File: src/rtl/bank_trk_pkg.sv
package bank_trk_pkg;
    typedef enum logic [2:0] {
        CMD_NOP = 3'd0,
        CMD_ACT = 3'd1,
        CMD_RD  = 3'd2,
        CMD_WR  = 3'd3,
        CMD_PRE = 3'd4
    } cmd_t;

    typedef enum logic {
        BK_IDLE,
        BK_ACTIVE
    } bank_state_t;

    typedef enum logic [1:0] {
        SQ_IDLE,
        SQ_BEAT,
        SQ_FINAL
    } sq_state_t;

    localparam int AP_BIT  = 10;
    localparam int MAX_BL  = 8;
    localparam int BLK_W   = $clog2(MAX_BL);
endpackage

File: src/rtl/trk_cmd_decoder.sv
module trk_cmd_decoder
    import bank_trk_pkg::*;
#(
    parameter int NUM_BANKS = 4,
    localparam int BANK_W = $clog2(NUM_BANKS)
) (
    input  logic [2:0]           cmd_i,
    input  logic [BANK_W-1:0]    ba_i,
    input  logic                 a10_i,
    input  logic [NUM_BANKS-1:0] open_i,
    input  logic                 burst_active_i,
    input  logic [BANK_W-1:0]    burst_bank_i,
    output logic [NUM_BANKS-1:0] act_hit_o,
    output logic [NUM_BANKS-1:0] pre_hit_o,
    output logic                 start_o,
    output logic                 illegal_o
);
    logic is_act, is_rw, is_pre;
    logic act_ok, rw_ok, pre_ok, pre_conflict;

    always_comb begin
        is_act = (cmd_i == CMD_ACT);
        is_rw  = (cmd_i == CMD_RD) || (cmd_i == CMD_WR);
        is_pre = (cmd_i == CMD_PRE);

        act_ok       = is_act && !open_i[ba_i];
        rw_ok        = is_rw && open_i[ba_i] && !burst_active_i;
        pre_conflict = burst_active_i && (a10_i || (burst_bank_i == ba_i));
        pre_ok       = is_pre && !pre_conflict;

        start_o   = rw_ok;
        illegal_o = (is_act && !act_ok) || (is_rw && !rw_ok) || (is_pre && !pre_ok);
    end

    for (genvar b = 0; b < NUM_BANKS; b++) begin : g_hit
        assign act_hit_o[b] = act_ok && (ba_i == BANK_W'(b));
        assign pre_hit_o[b] = pre_ok && (a10_i || (ba_i == BANK_W'(b)));
    end
endmodule

File: src/rtl/bank_state_fsm.sv
module bank_state_fsm
    import bank_trk_pkg::*;
#(
    parameter int ROW_W = 13
) (
    input  logic             clk,
    input  logic             rst_n,
    input  logic             act_hit_i,
    input  logic             pre_hit_i,
    input  logic             close_hit_i,
    input  logic [ROW_W-1:0] row_i,
    output logic             open_o,
    output logic [ROW_W-1:0] row_o
);
    bank_state_t state_q, state_d;
    logic [ROW_W-1:0] row_q;

    always_comb begin
        state_d = state_q;
        unique case (state_q)
            BK_IDLE:   if (act_hit_i) state_d = BK_ACTIVE;
            BK_ACTIVE: if (pre_hit_i || close_hit_i) state_d = BK_IDLE;
            default:   state_d = BK_IDLE;
        endcase
    end

    always_ff @(posedge clk) begin
        if (!rst_n) state_q <= BK_IDLE;
        else        state_q <= state_d;
    end

    always_ff @(posedge clk) begin
        if (!rst_n)                             row_q <= '0;
        else if (state_q == BK_IDLE && act_hit_i) row_q <= row_i;
    end

    always_comb begin
        open_o = (state_q == BK_ACTIVE);
        row_o  = row_q;
    end

    // a bank only opens after an accepted ACTIVE
    assert_open_from_act_R2: assert property (@(posedge clk) disable iff (!rst_n)
        $rose(open_o) |-> $past(act_hit_i));
    // the decoder never accepts ACTIVE to an open bank
    assert_no_act_when_open_R3: assert property (@(posedge clk) disable iff (!rst_n)
        open_o |-> !act_hit_i);
    // stored row holds while the bank stays open
    assert_row_hold_R3: assert property (@(posedge clk) disable iff (!rst_n)
        (open_o && $past(open_o)) |-> $stable(row_o));
endmodule

File: src/rtl/burst_sequencer.sv
module burst_sequencer
    import bank_trk_pkg::*;
#(
    parameter int NUM_BANKS = 4,
    parameter int COL_W     = 10,
    localparam int BANK_W = $clog2(NUM_BANKS)
) (
    input  logic              clk,
    input  logic              rst_n,
    input  logic              start_i,
    input  logic [BANK_W-1:0] bank_i,
    input  logic [COL_W-1:0]  col_i,
    input  logic              ap_i,
    input  logic [1:0]        bl_code_i,
    output logic              active_o,
    output logic [BANK_W-1:0] bank_o,
    output logic [COL_W-1:0]  col_o,
    output logic              close_o
);
    sq_state_t state_q, state_d;
    logic [COL_W-1:0]  base_q;
    logic [BLK_W-1:0]  ofs_q, mask_q, rem_q;
    logic [BLK_W-1:0]  beats, mask;
    logic [BANK_W-1:0] bank_q;
    logic              ap_q;
    logic [BLK_W-1:0]  low;

    always_comb begin
        unique case (bl_code_i)
            2'd0:    begin beats = BLK_W'(1); mask = BLK_W'(1); end
            2'd1:    begin beats = BLK_W'(2); mask = BLK_W'(3); end
            default: begin beats = BLK_W'(4); mask = BLK_W'(7); end
        endcase
    end

    always_comb begin
        state_d = state_q;
        unique case (state_q)
            SQ_IDLE:  if (start_i) state_d = (beats == BLK_W'(1)) ? SQ_FINAL : SQ_BEAT;
            SQ_BEAT:  if (rem_q == BLK_W'(1)) state_d = SQ_FINAL;
            SQ_FINAL: state_d = SQ_IDLE;
            default:  state_d = SQ_IDLE;
        endcase
    end

    always_ff @(posedge clk) begin
        if (!rst_n) state_q <= SQ_IDLE;
        else        state_q <= state_d;
    end

    always_ff @(posedge clk) begin
        if (!rst_n) begin
            base_q <= '0;
            ofs_q  <= '0;
            mask_q <= '0;
            rem_q  <= '0;
            bank_q <= '0;
            ap_q   <= 1'b0;
        end else if (state_q == SQ_IDLE) begin
            if (start_i) begin
                base_q <= col_i;
                ofs_q  <= '0;
                mask_q <= mask;
                rem_q  <= beats - BLK_W'(1);
                bank_q <= bank_i;
                ap_q   <= ap_i;
            end
        end else begin
            ofs_q <= ofs_q + BLK_W'(2);
            rem_q <= rem_q - BLK_W'(1);
        end
    end

    always_comb begin
        low      = (base_q[BLK_W-1:0] & ~mask_q) | ((base_q[BLK_W-1:0] + ofs_q) & mask_q);
        active_o = (state_q != SQ_IDLE);
        bank_o   = bank_q;
        col_o    = active_o ? {base_q[COL_W-1:BLK_W], low} : '0;
        close_o  = (state_q == SQ_FINAL) && ap_q;
    end

    // a burst is only started when the sequencer is free
    assert_start_only_idle_R9: assert property (@(posedge clk) disable iff (!rst_n)
        start_i |-> (state_q == SQ_IDLE));
    // the aligned block above the wrap bits stays fixed within a burst
    assert_col_block_R6: assert property (@(posedge clk) disable iff (!rst_n)
        (active_o && $past(active_o)) |-> $stable(col_o[COL_W-1:BLK_W]));
    // a burst follows a start
    assert_burst_from_start_R5: assert property (@(posedge clk) disable iff (!rst_n)
        $rose(active_o) |-> $past(start_i));
endmodule

File: src/rtl/sdram_bank_tracker.sv
module sdram_bank_tracker
    import bank_trk_pkg::*;
#(
    parameter int NUM_BANKS = 4,
    parameter int ROW_W     = 13,
    parameter int COL_W     = 10,
    localparam int BANK_W = $clog2(NUM_BANKS)
) (
    input  logic                       clk,
    input  logic                       rst_n,
    input  logic [2:0]                 cmd_i,
    input  logic [BANK_W-1:0]          ba_i,
    input  logic [ROW_W-1:0]           addr_i,
    input  logic [1:0]                 bl_code_i,
    output logic [NUM_BANKS-1:0]       bank_open_o,
    output logic [NUM_BANKS*ROW_W-1:0] open_row_o,
    output logic                       burst_active_o,
    output logic [COL_W-1:0]           burst_col_o,
    output logic                       illegal_o
);
    logic [NUM_BANKS-1:0] act_hit, pre_hit, close_hit;
    logic                 start, bad_cmd, close_req;
    logic [BANK_W-1:0]    burst_bank;
    logic                 illegal_q;

    trk_cmd_decoder #(.NUM_BANKS(NUM_BANKS)) u_dec (
        .cmd_i          (cmd_i),
        .ba_i           (ba_i),
        .a10_i          (addr_i[AP_BIT]),
        .open_i         (bank_open_o),
        .burst_active_i (burst_active_o),
        .burst_bank_i   (burst_bank),
        .act_hit_o      (act_hit),
        .pre_hit_o      (pre_hit),
        .start_o        (start),
        .illegal_o      (bad_cmd)
    );

    burst_sequencer #(.NUM_BANKS(NUM_BANKS), .COL_W(COL_W)) u_seq (
        .clk       (clk),
        .rst_n     (rst_n),
        .start_i   (start),
        .bank_i    (ba_i),
        .col_i     (addr_i[COL_W-1:0]),
        .ap_i      (addr_i[AP_BIT]),
        .bl_code_i (bl_code_i),
        .active_o  (burst_active_o),
        .bank_o    (burst_bank),
        .col_o     (burst_col_o),
        .close_o   (close_req)
    );

    for (genvar b = 0; b < NUM_BANKS; b++) begin : g_bank
        assign close_hit[b] = close_req && (burst_bank == BANK_W'(b));
        bank_state_fsm #(.ROW_W(ROW_W)) u_bank (
            .clk         (clk),
            .rst_n       (rst_n),
            .act_hit_i   (act_hit[b]),
            .pre_hit_i   (pre_hit[b]),
            .close_hit_i (close_hit[b]),
            .row_i       (addr_i),
            .open_o      (bank_open_o[b]),
            .row_o       (open_row_o[b*ROW_W +: ROW_W])
        );
    end

    always_ff @(posedge clk) begin
        if (!rst_n) illegal_q <= 1'b0;
        else        illegal_q <= bad_cmd;
    end
    assign illegal_o = illegal_q;

    // the flag only follows a real command
    assert_illegal_from_cmd_R12: assert property (@(posedge clk) disable iff (!rst_n)
        illegal_o |-> ($past(cmd_i) != CMD_NOP));
    // the bursting bank stays open for the whole burst
    assert_burst_bank_open_R10: assert property (@(posedge clk) disable iff (!rst_n)
        burst_active_o |-> bank_open_o[burst_bank]);
    // auto-precharge close only hits an open bank
    assert_close_open_bank_R7: assert property (@(posedge clk) disable iff (!rst_n)
        close_req |=> !bank_open_o[$past(burst_bank)]);
    // no burst without an open target
    assert_start_needs_open_R4: assert property (@(posedge clk) disable iff (!rst_n)
        start |-> bank_open_o[ba_i]);
endmodule

File: config.mk
export PLATFORM = sky130hd
export DESIGN_NAME = sdram_bank_tracker
export DESIGN_NICKNAME = d
export VERILOG_FILES = /design/src/rtl/bank_trk_pkg.sv /design/src/rtl/trk_cmd_decoder.sv /design/src/rtl/bank_state_fsm.sv /design/src/rtl/burst_sequencer.sv /design/src/rtl/sdram_bank_tracker.sv
export SDC_FILE = /design/constraint.sdc
export NUM_CORES = 1
export LEC_CHECK = 0
export BUFFER_PORTS_ARGS = -buffer_cell sky130_fd_sc_hd__buf_2
export CORE_MARGIN = 2
export CORE_UTILIZATION = 52
export DETAILED_ROUTE_END_ITERATION = 16
export PLACE_DENSITY = 0.9
export SYNTH_ARGS = -nofsm -noshare
export SYNTH_HDL_FRONTEND = slang
export SYNTH_SLANG_ARGS = --single-unit
export TNS_END_PERCENT = 30
File: constraint.sdc
create_clock -name clk -period 1.83 [get_ports clk]
set_input_delay 0.0915 -clock clk [delete_from_list [all_inputs] [get_ports clk]]
set_output_delay 0.0915 -clock clk [all_outputs]
set_load 0.02 [all_outputs]
Yosys cells after proc, flatten, opt, wreduce, memory -nomap -nowiden

Cells that the tools add are included.

Input bits: 22
Bits in registers: 81

Reductions and logical operators: 50
$lt $le $gt $ge: 1
Add/sub/neg operators: 4
Mux-type cells: 25
Eq/ne operators: 18
Bitwise operators: 8

Operators by type and width:

| operator                                                                     | count |
|---|---|
| 1-bit logical AND                                                            | 25 |
| 1-bit logical OR                                                             | 12 |
| 3-bit two-way mux                                                            | 4 |
| 3-bit one-hot mux with 2 select lines                                        | 2 |
| 2-bit equality test, second input constant                                   | 5 |
| 10-bit two-way mux                                                           | 1 |
| 3-bit by 1-bit equality test with 1-bit output, second input constant        | 3 |
| 1-bit two-way mux                                                            | 9 |
| 2-bit by 1-bit equality test with 1-bit output, second input constant        | 4 |
| 2-bit logical NOT                                                            | 4 |
| 1-bit one-hot mux with 2 select lines                                        | 4 |
| 3-bit bitwise AND                                                            | 2 |
| 3-bit by 2-bit equality test with 1-bit output, second input constant        | 2 |
| 1-bit logical NOT                                                            | 6 |
| 2-bit two-way mux                                                            | 3 |
| 3-bit by 1-bit subtractor with 3-bit output, second input constant           | 2 |
| 1-bit NOT                                                                    | 4 |
| 2-bit one-hot mux with 2 select lines                                        | 1 |
| 2-bit AND reduction                                                          | 2 |
| 3-bit by 2-bit adder with 3-bit output, second input constant                | 1 |
| 3-bit adder                                                                  | 1 |
| 3-bit equality test, second input constant                                   | 1 |
| 2-bit by 3-bit less-than comparator with 1-bit output, second input constant | 1 |
| 3-bit NOT                                                                    | 1 |
| 6 further kinds                                                              | 6 |

Logic depth before layout (Yosys ltp)

Gate-level depths: netlist of run 1.

Depth after elaboration: 9
Gate-level depth with buffers: 6
Gate-level depth less buffers: 5

Modules after synthesis

From an unflattened synthesis of run 1, not the netlist that was laid out.

Cell total of the unflattened synthesis: 377
Area, all modules: 3565.9 um^2

By module, submodules not included:

| module             | cells an instance | instances | area an instance (um^2) | sequential area each (um^2) |
|---|---|---|---|---|
| bank_state_fsm     | 61                | 4         | 573.0                   | 280.3 |
| burst_sequencer    | 96                | 1         | 989.7                   | 440.4 |
| trk_cmd_decoder    | 31                | 1         | 220.2                   | 0.0 |
| sdram_bank_tracker | 6                 | 1         | 63.8                    | 20.0 |

Least setup slack after synthesis of run 1

OpenSTA, ideal clock, no wires.

Kind: register -> register
Start: register g_bank[3].u_bank.state_q
End: register u_seq.mask_q[1]
Data required time: 1756 ps
Stages on the path, launching flop included: 7
Arrival time: 1461 ps
Setup slack: 295 ps
Cell sequence: dfxtp_1 mux4_2 nand4b_1 buf_2 buf_2 nand3_1 o21ai_0

Word-level cells in the longest chain between the ends: 5

Ends and longest elaborated chain:

| element                                   | line                  | source |
|---|---|---|
| from (decl)                               | bank_state_fsm.sv:15  | `bank_state_t state_q, state_d;` |
| from (signal assigned)                    | bank_state_fsm.sv:29  | `else state_q <= state_d;` |
| 1-bit binary-select mux with 2-bit select | trk_cmd_decoder.sv:27 | `rw_ok = is_rw && open_i[ba_i] && !burst_active_i;` |
| 1-bit two-way mux (not written as such)   | trk_cmd_decoder.sv:27 |  |
| 1-bit logical AND (2 in series)           | trk_cmd_decoder.sv:27 |  |
| 2-bit AND reduction (no line)             | -                     |  |
| to (signal assigned)                      | burst_sequencer.sv:63 | `mask_q <= mask;` |
| to (decl)                                 | burst_sequencer.sv:22 | `logic [BLK_W-1:0] ofs_q, mask_q, rem_q;` |

Every way passes these cells. The select of a mux whose other input is x is not followed.
A chain may end at the register's enable or synchronous reset.

Worst setup path in the final report of run 1

Start: register u_seq.ofs_q[1]
End: output burst_col_o[2]

Word-level cells in the longest chain between the ends: 4

Ends and longest elaborated chain:

| element                | line                     | source |
|---|---|---|
| from (decl)            | burst_sequencer.sv:22    |  |
| from (signal assigned) | burst_sequencer.sv:69    | `ofs_q <= ofs_q + BLK_W'(2);` |
| 3-bit adder            | burst_sequencer.sv:75    | `low = (base_q[BLK_W-1:0] & ~mask_q) \| ((base_q[BLK_W-1:0] + ofs_q) & mask_q);` |
| 3-bit bitwise AND      | burst_sequencer.sv:75    |  |
| 3-bit bitwise OR       | burst_sequencer.sv:75    |  |
| 10-bit two-way mux     | burst_sequencer.sv:78    | `col_o = active_o ? {base_q[COL_W-1:BLK_W], low} : '0;` |
| to (decl)              | sdram_bank_tracker.sv:18 | `output logic [COL_W-1:0] burst_col_o,` |

Every way passes these cells.

==> results.py, run 1 <==
metrics = {
    "finish": {
        "layout.nets": 503,
        "final_cell_area_um2": 4050,
        "areaGrowthSynthToFinish_pct": 20.5,
        "diodes": 0,
        "drive_gt1_share_pct": 26.1,
        "fillers": 538,
    },
    "timing": {
        "final-hold-violation-count": 0,
        "setup_viol": 0,
        "tightest_slew_ns": 0.557,
        "skew_ns": 0.0105,
        "relSlewSlack_pct": 62.8,
        "report.final.slew_viol_count": 0,
        "post-route-period-util_pct": 95.1,
        "hold_ws_ns": 0.0491,
        "max_freq_ghz": 0.575,
        "fin_tns_setup_ns": 0,
        "layout_min_cycle_time_ns": 1.74,
        "rsz0062_at_grt": "no",
    },
    "setup_path": {
        "cp-start-kind": "register",
        "cp_max_fo": 4,
        "crit_type": "reg2out",
        "crit_path_top_delay_cell": "fa_2",
        "crit_chain": "fa_2 > xor2_1 > nand2_1 > xor2_1 > nor2_1 > buf_4",
        "r2r-start": "g_bank[0].u_bank.open_o",
        "crit_buf_inv": 1,
        "cpPeakStageDelay_ns": 0.38,
        "path_common_cell": "xor2_1",
        "startpoint": "u_seq.ofs_q[1]",
        "end_kind": "output port",
        "critPathTopFamily": "adder cells",
        "worstPathArrival_ns": 1.65,
        "required_ns": 1.74,
    },
    "clocking": {
        "htree_levels": 3,
        "max-clock-path-buffers": 2,
        "clkLatencyLatePin_ns": 0.34,
        "numCtsBuffers": 9,
        "clk_pin_slew_worst_paths_ns": 0.08,
        "clock-root-buffer": "clkbuf_8",
        "cts.sinks": 79,
        "cts_tree": "built",
        "post_cts_buffers": 0,
    },
    "synth": {
        "synth_top_area_share_pct": 47.1,
        "synthTopCellsByArea": "dfxtp_1, a21oi_1, nand3_1, nand2_1, mux2i_1",
        "ys_seq_area_share_pct": 47.1,
        "synth_edf_count": 0,
        "yosysWarnings": 0,
        "synth_ff_type": "dfxtp_1",
        "synth_cells": 397,
        "synth_common_cells": "dfxtp_1, nand2_1, a21oi_1",
        "synth_area_per_cell_um2": 8.46,
        "ys_async_sr_fraction_pct": 0,
        "synth.net_count": 423,
        "syn_area_um2": 3360,
        "yosysMostFrequentCell": "dfxtp_1",
        "ys_seq_elements": 79,
        "yosysTopAreaCell": "dfxtp_1",
        "yosysUniqueCellTypes": 45,
    },
    "global_routing": {
        "grt_pass1_vias": 2961,
        "grt_max_degree": 56,
        "grt.total_usage_pct": 24.9,
        "grt_pass1_wl_mm": 14.2,
        "grt_overflow": 0,
        "antenna_found_initial": 0,
    },
    "drt": {
        "drt_iter0_drc": 190,
        "viasPerCell": 5.70,
        "drt_wl_total_mm": 8.91,
        "drt_pass1_iterations": 7,
        "antenna_left": 0,
        "route.detailed.wl_per_inst_um": 15.9,
        "vias": 3189,
        "drc_errors": 0,
    },
    "placed_design": {
        "port_buffers": 89,
        "place_area_um2": 3830,
        "hpwlAfterDp_mm": 6.15,
        "gp_congestion": 0.887,
    },
    "floorplan": {
        "rows": 29,
        "pin_count": 90,
        "initial_core_util_pct": 53.2,
        "die_h_um": 84.4,
        "core-area_um2": 6310,
        "die_area_um2": 7120,
        "die_x_um": 84.4,
    },
    "pwr": {
        "ir_worst_vdd_uv": 606,
        "power.leakage_nw": 1.68,
        "power.density_nw_per_um2": 836,
    },
    "outcome": {
        "outcome": "finished clean",
    },
    "hold_path": {
        "worstHoldStart": "addr_i[11]",
        "hp-class": "in2reg",
    },
    "flow_run": {
        "maxCapViolCount": 0,
    },
}
[flip-flops by register name (all words and copies together), names as in the netlist]
signal,count
g_bank.u_bank.open_o,4
u_seq.rem_q,3
u_seq.ap_q,1
u_seq.base_q,10
u_seq.state_q,2
illegal_o,1
u_seq.mask_q,2
u_seq.ofs_q,2
g_bank.u_bank.row_o,52
u_seq.bank_o,2
[cells by family (layout without fill, tap and decap cells)]
| family | after synthesis | after routing | share of synthesized area, % |
|---|---|---|---|
| AND/OR/NAND/NOR | 162 | 162 | 23.6 |
| AO/OA/AOI/OAI | 86 | 86 | 14.3 |
| flip-flops | 79 | 79 | 47.1 |
| buffers and inverters | 40 | 125 | 5.51 |
| multiplexers | 21 | 21 | 6.63 |
| adder cells (fa/ha/maj) | 4 | 4 | 1.71 |
| XOR/XNOR | 4 | 4 | 1.04 |
| other | 1 | 1 | 0.112 |
[tightest hold or removal path: stages]
cell and delay [ns]:
buf_2 0.13, nand3_1 0.07, a21oi_1 0.05
[report_power, final]
group	switching [W]	internal, W
registers	0.0000147	0.00174
clock network	0.000611	0.000739
logic	0.000191	0.0000889
[metrics by stage]
step | setup slack (ns) | power [W] | instances | util [%]
after floorplan | 0.295 | 0.00196 | 397 | -
after global placement | 0.268 | 0.00206 | 543 | 60.7
after detailed placement | 0.216 | 0.00207 | 543 | 60.7
after CTS | 0.00471 | 0.00338 | 559 | 64.0
after global routing | 0.0291 | 0.00348 | 559 | 64.1
final | 0.0898 | 0.00338 | 559 | 64.1
[final cells by class]
| cell class | instances | area (um^2) | area share, % |
|---|---|---|---|
| inverters | 9 | 33.8 | 0.835 |
| clock inverters | 3 | 40.0 | 0.989 |
| well taps | 77 | 96.3 | 2.38 |
| multi-input cells | 278 | 1590 | 39.4 |
| flip-flops and latches | 79 | 1580 | 39.1 |
| clock buffers | 13 | 169 | 4.17 |
| repair buffers | 100 | 531 | 13.1 |
[layout by cell type (no fill, tap or decap), types with 2 or more instances in the layout]
cell type / count
buf_4: 12
inv_1: 8
and2_1: 2
dfxtp_1: 78
nand4b_1: 3
nor2_1: 21
a21oi_1: 52
nand2_1: 62
mux2i_1: 20
xor2_1: 2
o41ai_1: 2
clkbuf_8: 12
nand3_1: 51
nand2b_1: 3
o21ai_0: 17
nor3_1: 2
o21ai_1: 5
xnor2_1: 2
nor2b_1: 9
ha_1: 3
a211oi_1: 2
buf_2: 88
clkinv_2: 2
[repair_timing]
item | 4_1_cts | 5_1_grt
endpoints found under the hold margin | 0 | 0
setup endpoints to repair | 1 | 1
hold buffers | 0 | 0
resized for setup | 1 | 2
[path summary, 6_finish.rpt]
check / end / slack [ns] / cells after the start
max: burst_col_o[2] / 0.09 / 6
min: g_bank[2].u_bank.row_o[11] / 0.05 / 3
max reg2reg: u_seq.base_q[5] / 0.28 / 5
min reg2reg: u_seq.base_q[6] / 0.46 / 2
[metal layers]
metal	routed length, um	GRT usage [%]
met5	0	0
met4	236	11.0
met3	696	6.69
met2	4180	39.3
met1	3800	32.1
Note: power is estimated with default switching activity, not from simulation.
==> run 2: changes to the inputs <==
Settings changed: BUFFER_PORTS_ARGS -buffer_cell sky130_fd_sc_hd__buf_2 to -buffer_cell sky130_fd_sc_hd__clkbuf_2.
==> run 2 against run 1 <==
Maximum frequency grew 0.34%. Flip-flop and latch count is the same. Worst setup slack gained 0.0058 ns. Clock skew shrank 0.0017 ns. Clock-buffer cell count shrank 2. Cell area is essentially flat.
==> results.py, run 2 (synthesis gave the netlist of run 1 again) <==
metrics = {
    "timing": {
        "worst_slack_ns": 0.0956,
        "post-route-period-util_pct": 94.8,
        "report.final.slew_viol_count": 0,
        "final-hold-violation-count": 0,
        "max_freq_ghz": 0.577,
        "tightest_slew_ns": 0.549,
        "setup_viol": 0,
        "rsz0062_at_grt": "yes",
        "relSlewSlack_pct": 63.4,
        "layout_min_cycle_time_ns": 1.73,
        "skew_ns": 0.00884,
    },
    "drt": {
        "drt_iter0_drc": 262,
        "vias": 3119,
        "drc_errors": 0,
        "antenna_left": 0,
        "route.detailed.wl_per_inst_um": 15.5,
        "drt_pass1_iterations": 5,
        "drt_wl_total_mm": 8.69,
        "viasPerCell": 5.57,
    },
    "placed_design": {
        "port_buffers": 89,
        "hpwlAfterDp_mm": 6.08,
        "dp_cells": 543,
        "gp_congestion": 0.886,
        "place_ws_ns": 0.213,
    },
    "clocking": {
        "hold_buffers": 0,
        "cts.sinks": 79,
        "htree_levels": 3,
        "clk_pin_slew_worst_paths_ns": 0.08,
        "cts_tree": "built",
        "numCtsBuffers": 9,
        "clock-root-buffer": "clkbuf_8",
        "max-clock-path-buffers": 2,
        "clkLatencyLatePin_ns": 0.36,
    },
    "global_routing": {
        "grtUsageMet3_pct": 6.10,
        "grt_busiest_layer": "met2",
        "grt_max_degree": 56,
        "grt_pass1_vias": 2737,
        "grt_overflow": 0,
        "grt_pass1_wl_mm": 13.8,
        "antenna_found_initial": 0,
        "met2_usage_pct": 36.5,
        "grt.total_usage_pct": 24.2,
        "met1_usage_pct": 33.7,
    },
    "finish": {
        "areaGrowthSynthToFinish_pct": 20.4,
        "most-common-layout-cells": "clkbuf_2, dfxtp_1, nand2_1",
        "largest_reg_flops": 52,
        "layout.nets": 504,
        "final_util_pct": 64.1,
        "layout_commonest_cell": "clkbuf_2",
        "diodes": 0,
        "drive_gt1_share_pct": 26.5,
        "final_cells": 560,
    },
    "outcome": {
        "outcome": "finished clean",
    },
    "setup_path": {
        "crit_type": "reg2out",
        "end_kind": "output port",
        "cp-start-kind": "register",
        "worstPathArrival_ns": 1.64,
        "path_common_cell": "xor2_1",
        "crit_path_top_delay_cell": "fa_2",
        "cpPeakStageDelay_ns": 0.35,
        "cp_max_fo": 3,
        "crit_chain": "fa_2 > xor2_1 > nand2_1 > xor2_1 > nor2_1 > buf_4",
        "required_ns": 1.74,
    },
    "floorplan": {
        "pin_count": 90,
        "die_x_um": 84.4,
        "rows": 29,
        "die_area_um2": 7120,
        "core-area_um2": 6310,
        "die_h_um": 84.4,
        "initial_core_util_pct": 53.2,
    },
    "pwr": {
        "power.density_nw_per_um2": 826,
        "power.leakage_nw": 1.62,
        "ir_worst_vdd_uv": 619,
    },
    "flow_run": {
        "maxCapViolCount": 0,
    },
    "hold_path": {
        "hp-class": "in2reg",
    },
}
run 2: final cells by class:
| type | count | area [um^2] |
|---|---|---|
| Clock buffer | 11 | 141 |
| Tap cell | 77 | 96.3 |
| Clock inverter | 5 | 56.3 |
| Timing Repair Buffer | 101 | 538 |
| Fill cell | 543 | 2270 |
| Inverter | 9 | 33.8 |
| Multi-Input combinational cell | 278 | 1590 |
| Sequential cell | 79 | 1580 |
run 2: per-stage QoR:
| stage | power (W) | hold WS (ns) | TNS (ns) | instance area [um^2] |
|---|---|---|---|---|
| final | 0.00334 | 0.0251 | 0 | 4040 |
| after detailed placement | 0.00207 | 0.407 | 0 | 3830 |
| after CTS | 0.00334 | 0.0173 | 0 | 4040 |
| after global routing | 0.00345 | 0.0292 | -0.00537 | 4040 |
| after global placement | 0.00206 | 0.394 | 0 | 3830 |
| after floorplan | 0.00196 | 0.224 | 0 | 3360 |
run 2: report_power, final:
part           switching (W)  internal (W)
registers          0.0000148       0.00174
clock network       0.000642      0.000668
logic               0.000189     0.0000883
run 2: routing by layer:
layer / part of all wire (%) / routed length (um)
met1: 43 / 3770
met2: 45 / 3950
met3: 9.5 / 824
met4: 1.7 / 146
met5: 0 / 0
run 2: worst max-delay path, delay by kind of cell, from the launching register on:
kind / cells / cell delay, ns
fa+ha+maj: 1 / 0.35
flops: 1 / 0.34
xor+xnor: 2 / 0.28
simple gates: 2 / 0.18
buf+inv: 1 / 0.14
run 2: path summary, 6_finish.rpt:
path	startpoint	to	slack, ns	depth (start not counted)
max	u_seq.base_q[1]	burst_col_o[2]	0.1	6
min	addr_i[12]	g_bank[0].u_bank.row_o[12]	0.03	3
max reg2reg	g_bank[1].u_bank.open_o	u_seq.mask_q[1]	0.28	5
min reg2reg	g_bank[1].u_bank.row_o[10]	g_bank[1].u_bank.row_o[10]	0.46	2
run 2: timing repair:
item,4_1_cts,5_1_grt
hold endpoints to repair,0,0
buffers inserted,1,0
endpoints found under the setup margin,1,1
resized for setup,3,2
cloned,0,0
pin swaps,0,3
